File: config.mk
export PLATFORM = sky130hd
export DESIGN_NAME = sra_scan_access
export DESIGN_NICKNAME = d
export VERILOG_FILES = /design/src/rtl/sra_pkg.sv /design/src/rtl/sra_shift_reg.sv /design/src/rtl/sra_bus_issue.sv /design/src/rtl/sra_read_latch.sv /design/src/rtl/sra_scan_access.sv
export SDC_FILE = /design/constraint.sdc
export NUM_CORES = 1
export LEC_CHECK = 0
export ABC_CLOCK_PERIOD_IN_PS = 1300
export BUFFER_PORTS_ARGS = -buffer_cell sky130_fd_sc_hd__buf_2
export CAP_MARGIN = 10
export CELL_PAD_IN_SITES_DETAIL_PLACEMENT = 1
export CELL_PAD_IN_SITES_GLOBAL_PLACEMENT = 1
export CORE_UTILIZATION = 30
export DETAILED_ROUTE_END_ITERATION = 7
export PLACE_DENSITY_LB_ADDON = 0.05
export SLEW_MARGIN = 20
export SYNTH_ARGS = -nofsm -noshare
export SYNTH_HDL_FRONTEND = slang
export SYNTH_SLANG_ARGS = --single-unit
File: constraint.sdc
create_clock -name clk -period 1.3 [get_ports clk]
set_clock_uncertainty 0.1 [all_clocks]
set_input_delay 0.26 -clock clk [delete_from_list [all_inputs] [get_ports clk]]
set_output_delay 0.26 -clock clk [all_outputs]
set_load 0.02 [all_outputs]
File: src/rtl/sra_pkg.sv
package sra_pkg;
  typedef enum logic [1:0] {
    ACC_NONE  = 2'd0,
    ACC_READ  = 2'd1,
    ACC_WRITE = 2'd2
  } acc_kind_e;

  function automatic acc_kind_e decode_access(input logic armed, input logic dir_flag);
    if (!armed) return ACC_NONE;
    return dir_flag ? ACC_WRITE : ACC_READ;
  endfunction
endpackage

File: src/rtl/sra_shift_reg.sv
module sra_shift_reg #(
  parameter int DATA_W = 32,
  parameter int ADDR_W = 7,
  localparam int FRAME_W = DATA_W + ADDR_W + 1
) (
  input  logic               clk,
  input  logic               rst,
  input  logic               shift_en,
  input  logic               capture,
  input  logic               update,
  input  logic               tdi,
  input  logic [DATA_W-1:0]  load_data,
  output logic               tdo,
  output logic [FRAME_W-1:0] frame,
  output logic               armed
);
  localparam int HDR_W = ADDR_W + 1;

  logic [FRAME_W-1:0] sr_q;
  logic               armed_q;

  always_ff @(posedge clk) begin
    if (rst) begin
      sr_q    <= '0;
      armed_q <= 1'b0;
    end else begin
      if (capture)
        sr_q <= {{HDR_W{1'b0}}, load_data};
      else if (shift_en)
        sr_q <= {tdi, sr_q[FRAME_W-1:1]};
      if (shift_en)
        armed_q <= 1'b1;
      else if (update)
        armed_q <= 1'b0;
    end
  end

  assign tdo   = sr_q[0];
  assign frame = sr_q;
  assign armed = armed_q;
endmodule

File: src/rtl/sra_bus_issue.sv
module sra_bus_issue
  import sra_pkg::*;
#(
  parameter int DATA_W = 32,
  parameter int ADDR_W = 7,
  localparam int FRAME_W = DATA_W + ADDR_W + 1
) (
  input  logic               clk,
  input  logic               rst,
  input  logic               update,
  input  logic               armed,
  input  logic [FRAME_W-1:0] frame,
  output logic               bus_rd,
  output logic               bus_wr,
  output logic [ADDR_W-1:0]  bus_addr,
  output logic [DATA_W-1:0]  bus_wdata
);
  acc_kind_e kind;

  always_comb begin
    kind = ACC_NONE;
    if (update) kind = decode_access(armed, frame[FRAME_W-1]);
  end

  always_ff @(posedge clk) begin
    if (rst) begin
      bus_rd    <= 1'b0;
      bus_wr    <= 1'b0;
      bus_addr  <= '0;
      bus_wdata <= '0;
    end else begin
      bus_rd <= (kind == ACC_READ);
      bus_wr <= (kind == ACC_WRITE);
      if (kind != ACC_NONE) begin
        bus_addr  <= frame[DATA_W +: ADDR_W];
        bus_wdata <= frame[DATA_W-1:0];
      end
    end
  end
endmodule

File: src/rtl/sra_read_latch.sv
module sra_read_latch #(
  parameter int DATA_W = 32
) (
  input  logic              clk,
  input  logic              rst,
  input  logic              bus_rd,
  input  logic [DATA_W-1:0] bus_rdata,
  output logic [DATA_W-1:0] result
);
  logic              rd_wait_q;
  logic [DATA_W-1:0] result_q;

  always_ff @(posedge clk) begin
    if (rst) begin
      rd_wait_q <= 1'b0;
      result_q  <= '0;
    end else begin
      rd_wait_q <= bus_rd;
      if (rd_wait_q) result_q <= bus_rdata;
    end
  end

  assign result = result_q;
endmodule

File: src/rtl/sra_scan_access.sv
module sra_scan_access #(
  parameter int DATA_W = 32,
  parameter int ADDR_W = 7
) (
  input  logic              clk,
  input  logic              rst,
  input  logic              scan_shift_en,
  input  logic              scan_capture,
  input  logic              scan_update,
  input  logic              scan_tdi,
  output logic              scan_tdo,
  output logic              bus_rd,
  output logic              bus_wr,
  output logic [ADDR_W-1:0] bus_addr,
  output logic [DATA_W-1:0] bus_wdata,
  input  logic [DATA_W-1:0] bus_rdata
);
  localparam int FRAME_W = DATA_W + ADDR_W + 1;

  logic [FRAME_W-1:0] frame;
  logic               armed;
  logic [DATA_W-1:0]  result;

  sra_shift_reg #(.DATA_W(DATA_W), .ADDR_W(ADDR_W)) u_shift (
    .clk(clk), .rst(rst), .shift_en(scan_shift_en), .capture(scan_capture),
    .update(scan_update), .tdi(scan_tdi), .load_data(result),
    .tdo(scan_tdo), .frame(frame), .armed(armed)
  );

  sra_bus_issue #(.DATA_W(DATA_W), .ADDR_W(ADDR_W)) u_issue (
    .clk(clk), .rst(rst), .update(scan_update), .armed(armed), .frame(frame),
    .bus_rd(bus_rd), .bus_wr(bus_wr), .bus_addr(bus_addr), .bus_wdata(bus_wdata)
  );

  sra_read_latch #(.DATA_W(DATA_W)) u_latch (
    .clk(clk), .rst(rst), .bus_rd(bus_rd), .bus_rdata(bus_rdata), .result(result)
  );
endmodule

# Word-level counts from Yosys, hierarchy flattened
# Index checks and enable logic that the tools add are counted.
# op_classes
addsub,0
multipliers,0
div,0
order_cmp,0
eq_ne,2
n_shift,0
muxes,10
n_bitwise,0
reduce_logical,4
# ops
op,count
$mux 32,2
$mux 2,4
$reduce_bool 2->1,3
$mux 1,4
$eq 2x1->1 const B,1
$eq 2x2->1 const B,1
$reduce_or 2->1,1
# totals
register_bits,115
latch_bits,0
ramBits,0
mem_bits_ro,0
in_bits,38
output_inout_bits,42
elab_cells,25
memories,0

# Depth between registers and ports, before layout
# logic_depth
depth_word,5
depth_mapped,5
depth_no_buf,2

# Cells and area by module
# A second synthesis with hierarchy kept.
# hier_totals
hier_cells,465
hier_area_um2,5202.5
# modules_own_cells
mod,n_inst,cells_each,area_per_inst_um2,seq_area_each_um2
sra_shift_reg,1,175,2028.2,820.8
sra_bus_issue,1,184,1971.9,820.8
sra_read_latch,1,106,1202.4,660.6

# Least setup slack after synthesis
# Ideal clock, no wire load.
# synth_path
path_type,reg-to-reg
from,register u_latch.rd_wait_q
to,"register u_latch.result_q[10], in the netlist u_latch.result[10]"
setup_ns,0.117
arrival_ns,0.846
required_time_ns,1.083
path_slack_ns,0.236
path_stages_with_launch,5
n_path_buf,2
synth_period_minus_slack_ns,1.064
path_cell_list,dfxtp_1 -> buf_2 -> buf_4 -> mux2i_1 -> nor2_1
# synth_lines
element,line,rtl
start: declaration,sra_read_latch.sv:10,logic rd_wait_q;
start signal: assignment,sra_read_latch.sv:18,rd_wait_q <= bus_rd;
end signal: assignment,sra_read_latch.sv:19,if (rd_wait_q) result_q <= bus_rdata;
end: declaration,sra_read_latch.sv:11,logic [DATA_W-1:0] result_q;

# Worst setup path after layout
# layout_path
from,register u_issue.bus_wdata[5]
to,output port bus_wdata[5]
# layout_lines
element,line,rtl
start: declaration,sra_bus_issue.sv:16,output logic [DATA_W-1:0] bus_wdata
start signal: assignment,sra_bus_issue.sv:36,bus_wdata <= frame[DATA_W-1:0];
end: declaration,sra_scan_access.sv:15,"output logic [DATA_W-1:0] bus_wdata,"
# No word-level cell between the ends.

==> flow_metrics.env <==
export IMPL_status="completed"
export IMPL_synth_edf_count=0
export IMPL_remaining_drc_errors=0
export IMPL_peakVddDrop_uv=915
export IMPL_synth_xor_area_share=0
export IMPL_maxSlewViolCount=0
export IMPL_hold_path_class="input pin to flop"
export IMPL_r2r_slack_ps=260
export IMPL_drtIter0Drc=68
export IMPL_critPathMaxStageDelay_ps=330
export IMPL_path_max_fanout=2
export IMPL_syn_nets=501
export IMPL_cts_setup_buffers=0
export IMPL_synth_area_leader_cell="dfxtp_1"
export IMPL_maxCapViolCount=0
export IMPL_syn_area_per_cell_um2=10.7
export IMPL_die_h_um=130
export IMPL_cts_tree="done"
export IMPL_leakage_nw=2.53
export IMPL_cp_top_family="flip-flops"
export IMPL_root_buffer="clkbuf_16"
export IMPL_clockBufferDepth=2
export IMPL_pwr_share_seq=0.428
export IMPL_synth_top_area_share=0.467
export IMPL_finalSetupTns_ps=0
export IMPL_worst_slew_pin_slew_ps=262
export IMPL_cts_made_buffers=17
export IMPL_p_sw_frac=0.227
export IMPL_placedCellCount=730
export IMPL_yosysMostFrequentCell="dfxtp_1"
export IMPL_routabilityCongestion=0.658
export IMPL_post_drt_via_cell_ratio=4.52
export IMPL_grt_antenna_before_repair=0
export IMPL_pwr_density_cell_nw_per_um2=1350
export IMPL_grt_use_total=0.143
export IMPL_drive_above_1_share=0.360
export IMPL_ys_seq_area_frac=0.467
export IMPL_hold_ws_ps=7.97
export IMPL_grt_pass1_vias=3625
export IMPL_syn_area_um2=4930
export IMPL_core_area_um2=15900
export IMPL_first_pass_iters=4
export IMPL_worst_path_max_delay_cell="dfxtp_1"
export IMPL_ys_warn_count=0
export IMPL_grt_pass1_wl_mm=18.2
export IMPL_ys_top_cells_by_area="dfxtp_1 (47%), mux2i_1 (15%), a21bo_2 (7.9%), a211oi_2 (7.9%), nor2b_1 (4.2%)"
export IMPL_synth_compound_area_share=0.200
export IMPL_cp_end_kind="output port"
export IMPL_setup_viol=0
export IMPL_power_w=0.00862
export IMPL_fmax_ghz=0.791
export IMPL_syn_inst=463
export IMPL_numPortBuffers=79
export IMPL_hold_viol_final=0
export IMPL_die_area_um2=17000
export IMPL_layoutNonFillerInstCount=786
export IMPL_required_ps=940
export IMPL_crit_type="flop to output port"
export IMPL_slew_headroom=0.825
export IMPL_n_antenna_cell=0
export IMPL_finalCritPeriodShare=0.972
export IMPL_startpoint_type="flop"
export IMPL_async_reset_ff_frac=0
export IMPL_synth_top_family_by_area="compound AO/OA/AOI/OAI gates"
export IMPL_path_cells="buf_2"
export IMPL_synth_common_cells="dfxtp_1 (115), mux2i_1 (72), a21oi_1 (40), nor2_1 (40)"
export IMPL_hpwl_mm=7.58
export IMPL_synthAdderAreaFrac=0
export IMPL_htreeDepth=4
export IMPL_clkSinkCount=115
export IMPL_p_int_w=0.00666
export IMPL_initial_utilization=0.309
export IMPL_totalWireLength_mm=11.2
export IMPL_combPwrFrac=0.084
export IMPL_die_w_um=130
export IMPL_yosys_area_share_simple=0.118
export IMPL_ant_nets=0
export IMPL_via_count=3556
export IMPL_grt_setup_unrepaired="false"
export IMPL_n_fill_cell=1798
export IMPL_cp_num_buf_inv=1
export IMPL_p_clk_frac=0.488
export IMPL_ys_seq_elements=115
export IMPL_muxShareOfSynthArea=0.146
export IMPL_synth_main_ff_cell="dfxtp_1"
export IMPL_core_rowCount=46
export IMPL_grt_ovfl_total=0
export IMPL_final_nets=597
export IMPL_wire_per_inst_um=14.3
export IMPL_p_switching_w=0.00196
export IMPL_insertion_delay_ps=410
export IMPL_ioPinCount=80
export IMPL_grt_max_degree=39
export IMPL_area_growth_pct=29.9
export IMPL_layout_min_cycle_time_ps=1260
export IMPL_ys_types=20
export IMPL_cts_clk_slew_worst_paths_ps=50
export IMPL_arrival_ps=900
==> through the flow <==
step	area [um^2]	utilization	setup slack (ps)
2_1_floorplan	4930	-	236
3_3_place_gp	5550	0.348	51.3
3_5_place_dp	5550	0.348	21.4
4_1_cts	6380	0.400	3.07
5_1_grt	6400	0.402	0.538
6_report	6400	0.402	36.1
==> final cells by class <==
| type | count | area (um^2) | share of cell area |
|---|---|---|---|
| clock buffer | 25 | 515 | 0.0805 |
| inverter | 2 | 7.51 | 0.00117 |
| clock inverter | 5 | 25.0 | 0.00391 |
| sequential | 115 | 2310 | 0.361 |
| timing repair buffer | 123 | 985 | 0.154 |
| tap | 216 | 270 | 0.0422 |
| multi-input combinational | 300 | 2290 | 0.357 |
==> worst register-to-register path, stage by stage, from the launching register on <==
cell and delay, ps:
dfxtp_2 370, buf_12 190, mux2i_1 210, nor2_1 50
==> flip-flops by register name, indices dropped and copies added, names as in the netlist <==
name	cells
u_shift.frame	40
u_issue.bus_wdata	32
u_latch.result	32
u_issue.bus_addr	7
u_issue.bus_rd	1
u_issue.bus_wr	1
u_latch.rd_wait_q	1
u_shift.armed	1
==> path summary, 6_finish.rpt <==
check                             from                  to  cells past startpoint
setup / recovery  u_issue.bus_wdata[5]        bus_wdata[5]                      1
hold / removal           bus_rdata[20]  u_latch.result[20]                      3
setup reg to reg     u_latch.rd_wait_q  u_latch.result[18]                      3
hold reg to reg      u_shift.frame[39]      u_issue.bus_rd                      1
==> cells in the final DEF (no fill, tap or decap) <==
cell type / n
clkbuf_16: 17
buf_12: 12
inv_1: 1
a211oi_1: 1
mux2i_1: 72
nor3_1: 1
nor3b_1: 1
nand2_1: 1
buf_6: 1
nand2b_1: 1
a211oi_2: 31
nor2_1: 40
clkbuf_1: 2
a21oi_1: 40
buf_2: 63
nand3_1: 39
buf_4: 21
dlygate4sd3_1: 26
clkinv_2: 5
a21bo_2: 39
clkbuf_8: 6
or2_1: 1
clkinv_1: 1
nor2b_1: 33
dfxtp_2: 10
dfxtp_1: 105
==> what timing repair did <==
item,4_1_cts,5_1_grt
hold endpoints to repair,26,0
hold buffers,26,0
resized for setup,14,11
pin swaps,0,0
setup endpoints to repair,8,21
==> routing by layer <==
layer | up-vias | routed length [um] | GRT usage
met1 | 1676 | 5170 | 0.171
li1 | 1810 | - | -
met4 | 0 | 163 | 0.0636
met3 | 11 | 423 | 0.0402
met2 | 59 | 5480 | 0.239
met5 | - | 0 | 0
==> cell families (layout without fill, tap and decap cells) <==
kind of cell	count (synthesis)	after routing
AO/OA/AOI/OAI	111	111
multiplexers	72	72
flip-flops	115	115
buffers and inverters	48	155
AND/OR/NAND/NOR	117	117
==> power by group through the flow <==
stage / combinational [W] / sequential [W] / clock (W)
final: 0.000727 / 0.00369 / 0.00421
after global placement: 0.000670 / 0.00375 / 0
after floorplan: 0.000470 / 0.00375 / 0
after global routing: 0.000797 / 0.00369 / 0.00451
after CTS: 0.000741 / 0.00368 / 0.00435
after detailed placement: 0.000678 / 0.00376 / 0
Power figures use the tool's default switching activity.
